[config.mk]
export PLATFORM = sky130hd
export DESIGN_NAME = bitstream_feeder
export DESIGN_NICKNAME = d
export VERILOG_FILES = /design/src/rtl/feeder_pkg.sv /design/src/rtl/feeder_datapath.sv /design/src/rtl/feeder_control.sv /design/src/rtl/bitstream_feeder.sv
export SDC_FILE = /design/constraint.sdc
export NUM_CORES = 1
export LEC_CHECK = 0
export BUFFER_PORTS_ARGS = -buffer_cell sky130_fd_sc_hd__buf_2
export CORE_UTILIZATION = 59
export DETAILED_ROUTE_END_ITERATION = 8
export GPL_ROUTABILITY_DRIVEN = 1
export PLACE_DENSITY = 0.91
export SLEW_MARGIN = 20
export SYNTH_ARGS = -nofsm -noshare
export SYNTH_HDL_FRONTEND = slang
export SYNTH_HIERARCHICAL = 1
export SYNTH_SLANG_ARGS = --single-unit
[constraint.sdc]
create_clock -name clk -period 5.4 [get_ports clk]
set_clock_uncertainty 0.1 [all_clocks]
set_input_delay 0.27 -clock clk [delete_from_list [all_inputs] [get_ports clk]]
set_output_delay 0.27 -clock clk [all_outputs]
set_load 0.01 [all_outputs]
[src/rtl/feeder_pkg.sv]
package feeder_pkg;

  typedef enum logic [1:0] {
    ST_HOLD  = 2'd0,
    ST_IDLE  = 2'd1,
    ST_SHIFT = 2'd2
  } feedState_t;

  typedef struct packed {
    logic load;
    logic shift;
  } feedStrobes_t;

endpackage

[src/rtl/feeder_datapath.sv]
module feeder_datapath
  import feeder_pkg::*;
#(
  parameter int WIDTH = 16
) (
  input  logic             clk,
  input  logic             rst,
  input  feedStrobes_t     strobes,
  input  logic [WIDTH-1:0] wordIn,
  output logic             lastBit,
  output logic             chipData
);

  localparam int BIT_W = (WIDTH > 1) ? $clog2(WIDTH) : 1;
  localparam logic [BIT_W-1:0] BIT_LAST = BIT_W'(WIDTH - 1);

  logic [WIDTH-1:0] shiftReg;
  logic [BIT_W-1:0] bitCnt;

  always_ff @(posedge clk) begin
    if (rst) begin
      shiftReg <= '0;
      bitCnt   <= '0;
    end else if (strobes.load) begin
      shiftReg <= wordIn;
      bitCnt   <= '0;
    end else if (strobes.shift) begin
      shiftReg <= {shiftReg[WIDTH-2:0], 1'b0};
      bitCnt   <= bitCnt + 1'b1;
    end
  end

  assign lastBit  = (bitCnt == BIT_LAST);
  assign chipData = shiftReg[WIDTH-1];

endmodule

[src/rtl/feeder_control.sv]
module feeder_control
  import feeder_pkg::*;
#(
  parameter int DIV         = 5,
  parameter int RST_PERIODS = 8
) (
  input  logic         clk,
  input  logic         rst,
  input  logic         wordEn,
  input  logic         chipDemand,
  input  logic         lastBit,
  output feedStrobes_t strobes,
  output logic         wordReady,
  output logic         chipClk,
  output logic         chipRstN
);

  localparam int DIV_W = $clog2(DIV + 1);
  localparam int RST_W = $clog2(RST_PERIODS + 1);
  localparam logic [DIV_W-1:0] DIV_LAST = DIV_W'(DIV - 1);
  localparam logic [DIV_W-1:0] RISE_AT  = DIV_W'(DIV / 2 - 1);
  localparam logic [RST_W-1:0] RST_LAST = RST_W'(RST_PERIODS - 1);

  feedState_t       state;
  logic [DIV_W-1:0] divCnt;
  logic [RST_W-1:0] rstCnt;
  logic             run;
  logic             periodEnd;

  always_comb begin
    run           = (state == ST_HOLD) || ((state == ST_SHIFT) && chipDemand);
    periodEnd     = run && (divCnt == DIV_LAST);
    strobes.load  = (state == ST_IDLE) && wordEn;
    strobes.shift = (state == ST_SHIFT) && periodEnd;
  end

  always_ff @(posedge clk) begin
    if (rst) begin
      state     <= ST_HOLD;
      divCnt    <= '0;
      rstCnt    <= '0;
      chipClk   <= 1'b0;
      chipRstN  <= 1'b0;
      wordReady <= 1'b0;
    end else begin
      if (strobes.load) begin
        state     <= ST_SHIFT;
        divCnt    <= '0;
        wordReady <= 1'b0;
      end
      if (run) begin
        if (periodEnd) begin
          divCnt  <= '0;
          chipClk <= 1'b0;
        end else begin
          divCnt <= divCnt + 1'b1;
          if (divCnt == RISE_AT) chipClk <= 1'b1;
        end
      end
      if (periodEnd && (state == ST_HOLD)) begin
        if (rstCnt == RST_LAST) begin
          state     <= ST_IDLE;
          chipRstN  <= 1'b1;
          wordReady <= 1'b1;
        end else begin
          rstCnt <= rstCnt + 1'b1;
        end
      end
      if (strobes.shift && lastBit) begin
        state     <= ST_IDLE;
        wordReady <= 1'b1;
      end
    end
  end

endmodule

[src/rtl/bitstream_feeder.sv]
module bitstream_feeder
  import feeder_pkg::*;
#(
  parameter int WIDTH       = 16,
  parameter int DIV         = 5,
  parameter int RST_PERIODS = 8
) (
  input  logic             clk,
  input  logic             rst,
  input  logic             wordEn,
  input  logic [WIDTH-1:0] wordIn,
  output logic             wordReady,
  input  logic             chipDemand,
  output logic             chipClk,
  output logic             chipRstN,
  output logic             chipData
);

  feedStrobes_t strobes;
  logic         lastBit;

  feeder_control #(.DIV(DIV), .RST_PERIODS(RST_PERIODS)) ctrl_i (
    .clk(clk), .rst(rst), .wordEn(wordEn), .chipDemand(chipDemand),
    .lastBit(lastBit), .strobes(strobes), .wordReady(wordReady),
    .chipClk(chipClk), .chipRstN(chipRstN)
  );

  feeder_datapath #(.WIDTH(WIDTH)) dp_i (
    .clk(clk), .rst(rst), .strobes(strobes), .wordIn(wordIn),
    .lastBit(lastBit), .chipData(chipData)
  );

endmodule

* Yosys cells after proc, flatten, opt, wreduce, memory -nomap -nowiden *
Cells that the tools add are included.
Widths: inputs -> output; s select.

word-level totals
  register bits after elaboration = 32
  bits of input ports = 20
  logic and storage cells = 50
  output and inout port bits = 4

cells by class
  equal/unequal tests = 6
  mux-type cells = 15
  add/subtract/negate cells = 3
  reduce and logical (&&, ||, !) cells = 16
  bitwise gates (word level) = 1

operators by type and width
  kind                 count
  $mux 16              2
  $mux 3               3
  $add 4x1->4 const B  2
  $mux 1               7
  $logic_and 1x1->1    6
  $mux 2               3
  $reduce_and 2->1     3
  $reduce_bool 2->1    3
  $eq 4x3->1 const B   1
  $eq 4x4->1 const B   1
  $reduce_or 2->1      2
  $add 3x1->3 const B  1
  $eq 3x1->1 const B   1
  $eq 3x3->1 const B   1
  $eq 2x1->1 const B   1
  $eq 2x2->1 const B   1
  $logic_not 2->1      1
  $logic_or 1x1->1     1
  $not 1->1            1

* Depth between registers and ports, before layout *
  depth in word-level cells = 7
  mapped depth = 7
  depth with buffers taken out = 6

* By module *
Netlist, hierarchy kept.

modules (own cells, without submodules)
  module           instances  seq. area each (um^2)  cells each  area an instance (um^2)
  feeder_datapath  1          400.4                  90          942.2
  feeder_control   1          240.2                  69          579.3

* Worst setup path before layout *
Ideal clock, no wire load.

  path type = register to register
  start point = reg ctrl_i.divCnt[0]
  end point = reg dp_i.bitCnt[3]
  arrival = 1.792 ns
  cell stages (with the launch flop) = 8
  setup slack = 3.385 ns
  required time = 5.177 ns
  buffers on the path = 1
  cells stage by stage = dfxtp_1 inv_1 ha_1 nand2_1 nor4b_1 buf_6 nand4_2 mux2_1

RTL lines
  item                    line                   RTL
  from (decl)             feeder_control.sv:25   logic [DIV_W-1:0] divCnt;
  from (signal assigned)  feeder_control.sv:56   divCnt <= divCnt + 1'b1;
  to (signal assigned)    feeder_datapath.sv:29  bitCnt <= bitCnt + 1'b1;
  to (decl)               feeder_datapath.sv:18  logic [BIT_W-1:0] bitCnt;

==> impl_results.md <==
* TritonCTS clock tree: done
* Initial Util at 62.0%
* Worst min path class: input port to flip-flop
* Power density over the cells at 246 mW/mm²
* Sequential share of power at 59.0%
* Avg Cell Area, Syn at 9.57 µm²
* Worst Tran Pin Value at 544 ps
* Core area at 0.00245 mm²
* Async SR Flop Fraction at 0%
* Most common cell after layout, fill and taps aside: dfxtp_1
* DRT Pass-1 Iters at 4
* Synthesis warning total at 6
* Combinational Power Share at 6.7%
* H-tree levels at 2
* Grt ovf at 0
* Int Pwr at 0.000316 W
* CP arrival at 2290 ps
* IO Port Bufs at 23
* Status: completed
* PnR worst setup slack at 3240 ps
* Post-CTS sizing at 0
* TritonCTS Sinks at 32
* Count of different cell masters after synthesis at 35
* Maximum clock rate at 464 MHz
* Drt drc at 0
* Post-Synthesis Cell Area at 0.00152 mm²
* Clk pwr share at 34.3%
* Post-Route Setup TNS at 0 ps
* Crit Path Max Fanout at 21
* Clock transition at path regs at 110 ps
* Synthesis-stage register bit count at 32
* Final Power at 0.000412 W
* Worst vdd ir at 0.000207 V
* CP required at 5540 ps
* Leading cell types in the layout, fill and taps excluded: 32 x dfxtp_1, 23 x buf_2, 16 x a211oi_1, 16 x mux2i_1, 15 x nor2b_1
* DIE WIDTH at 52.8 µm
* Post-synthesis sequential area ratio at 42.1%
* Final setup violation count at 0
* Hold buffer count at cts at 0
* DPL Wire Length at 2010 µm
* Via density at 5.69
* Final Max Tran Viols at 0
* Clk_lat worst skew at 320 ps
* Final Cycle Share at 39.9%
* Area grow syn2layout at 10.3%
* TritonCTS Buffers at 5
* Initial antenna violation count at 0
* Detailed Route Iter0 Violations at 9
* Pleak at 0.630 nW
* EDFF count, synth at 0
* Pre-CTS WS at 3320 ps
* GPL Wtd Cong at 0.819
* Critical Path End Type: flip-flop
* N_diodes at 0
* Root buffer cell: clkbuf_4
* RSZ-0062 raised after global routing: false
* Max_cap viols at 0
* Layout cells sized above 1 at 19.2%
* Vias in the first global route at 1,101
* Worst slew margin at 63.8%
* Clock Path Buffers at 2
* Row count at 18
* Die Y-Extent at 52.8 µm
* R2R Setup Slk at 3240 ps
* Post-CTS Setup Repair Bufs at 0
* P_sw at 0.0000959 W
* Sw Share at 23.3%
* First-pass GRT wire length at 4700 µm
* IO Pins at 24
* DR WL/cell at 13.6 µm
* Die footprint at 0.00279 mm²
* Nets at 206
* Cells after synthesis at 159
* Main flop type after synthesis: dfxtp_1
* Crit Path Class: flip-flop to flip-flop
* Worst setup SP type: flip-flop
* Hold Fails Final Rpt at 0
* Synthesized Nets at 184
* Drt total wl at 2890 µm
* Pin count of the biggest net entering global routing at 32
* Fin crit period at 2160 ps
* Overall routing resource usage at 23.4%
* Via count at 1,207
* Post-route ant nets at 0
## final timing paths
check | to | from | depth (start not counted)
worst max register to register | dp_i/shiftReg[5] | ctrl_i/state[0] | 5
worst min register to register | ctrl_i/wordReady | ctrl_i/wordReady | 2
worst max-delay path | dp_i/shiftReg[5] | ctrl_i/state[0] | 5
worst min-delay path | dp_i/shiftReg[0] | wordIn[0] | 3
## sequential cells by signal, summed over array words and instances, names as in the netlist
register and count:
ctrl_i/chipClk 1, ctrl_i/chipRstN 1, ctrl_i/divCnt 3, ctrl_i/rstCnt 4, ctrl_i/state 2, ctrl_i/wordReady 1
dp_i/bitCnt 4, dp_i/shiftReg 16
## routing by layer
layer	GRT usage, %	vias to the layer above	part of all wire (%)
li1	-	613	-
met1	28.1	560	46
met2	38.0	30	49
met3	7.83	4	3.3
met4	9.21	0	1.1
met5	0	-	0
## metrics by stage
step / util [%] / std cells / instance area, µm² / hold WS (ps)
floorplan: - / 159 / 1520 / 242
global placement: 66.0 / 204 / 1620 / 348
detailed placement: 66.0 / 204 / 1620 / 361
CTS: 68.3 / 212 / 1680 / 88.5
global route: 68.3 / 212 / 1680 / 105
finish: 68.3 / 212 / 1680 / 105
## logic make-up (layout without fill, tap and decap cells)
group | after synthesis | after routing | synth area share, %
AOI/OAI and AO/OA | 32 | 32 | 14.3
xor gates and xnor gates | 2 | 2 | 1.15
adders and majority gates | 5 | 5 | 4.11
buffers and inverters | 16 | 39 | 6.25
DFF | 32 | 32 | 42.1
muxes | 17 | 17 | 11.3
and+or+nand+nor | 55 | 55 | 20.8
## synthesized netlist by cell type (2+ instances only)
cell type,number,share of area [%]
mux2i_1,16,11
nand3b_1,2,0.99
a211oi_1,16,7.9
or3b_1,2,1.2
ha_1,5,4.1
inv_1,7,1.7
buf_6,4,3.0
a21oi_1,11,3.6
nand2_1,10,2.5
nor3_1,5,1.6
nor2b_1,15,6.2
nand3_1,2,0.66
nor2_1,8,2.0
dfxtp_1,32,42
buf_2,4,1.3
## power by group through the flow
| stage | sequential [W] | clock (W) | combinational (W) |
|---|---|---|---|
| floorplan | 0.000248 | 0 | 0.0000156 |
| global placement | 0.000248 | 0 | 0.0000257 |
| detailed placement | 0.000249 | 0 | 0.0000272 |
| CTS | 0.000243 | 0.000145 | 0.0000273 |
| global route | 0.000244 | 0.000154 | 0.0000306 |
| finish | 0.000243 | 0.000141 | 0.0000277 |
## final cells by class
type,instances,area (µm²)
Fill cell,197,777
Multi-Input combinational cell,111,792
Timing Repair Buffer,24,123
Clock buffer,8,58.8
Tap cell,30,37.5
Inverter,7,26.3
Sequential cell,32,641
## worst max-delay path: stages (launching register included)
cell,delay [ps]
dfxtp_1,500
nand2_1,80
or2_2,310
inv_1,370
inv_1,370
a211oi_1,330
(Power assumes the default switching activity.)
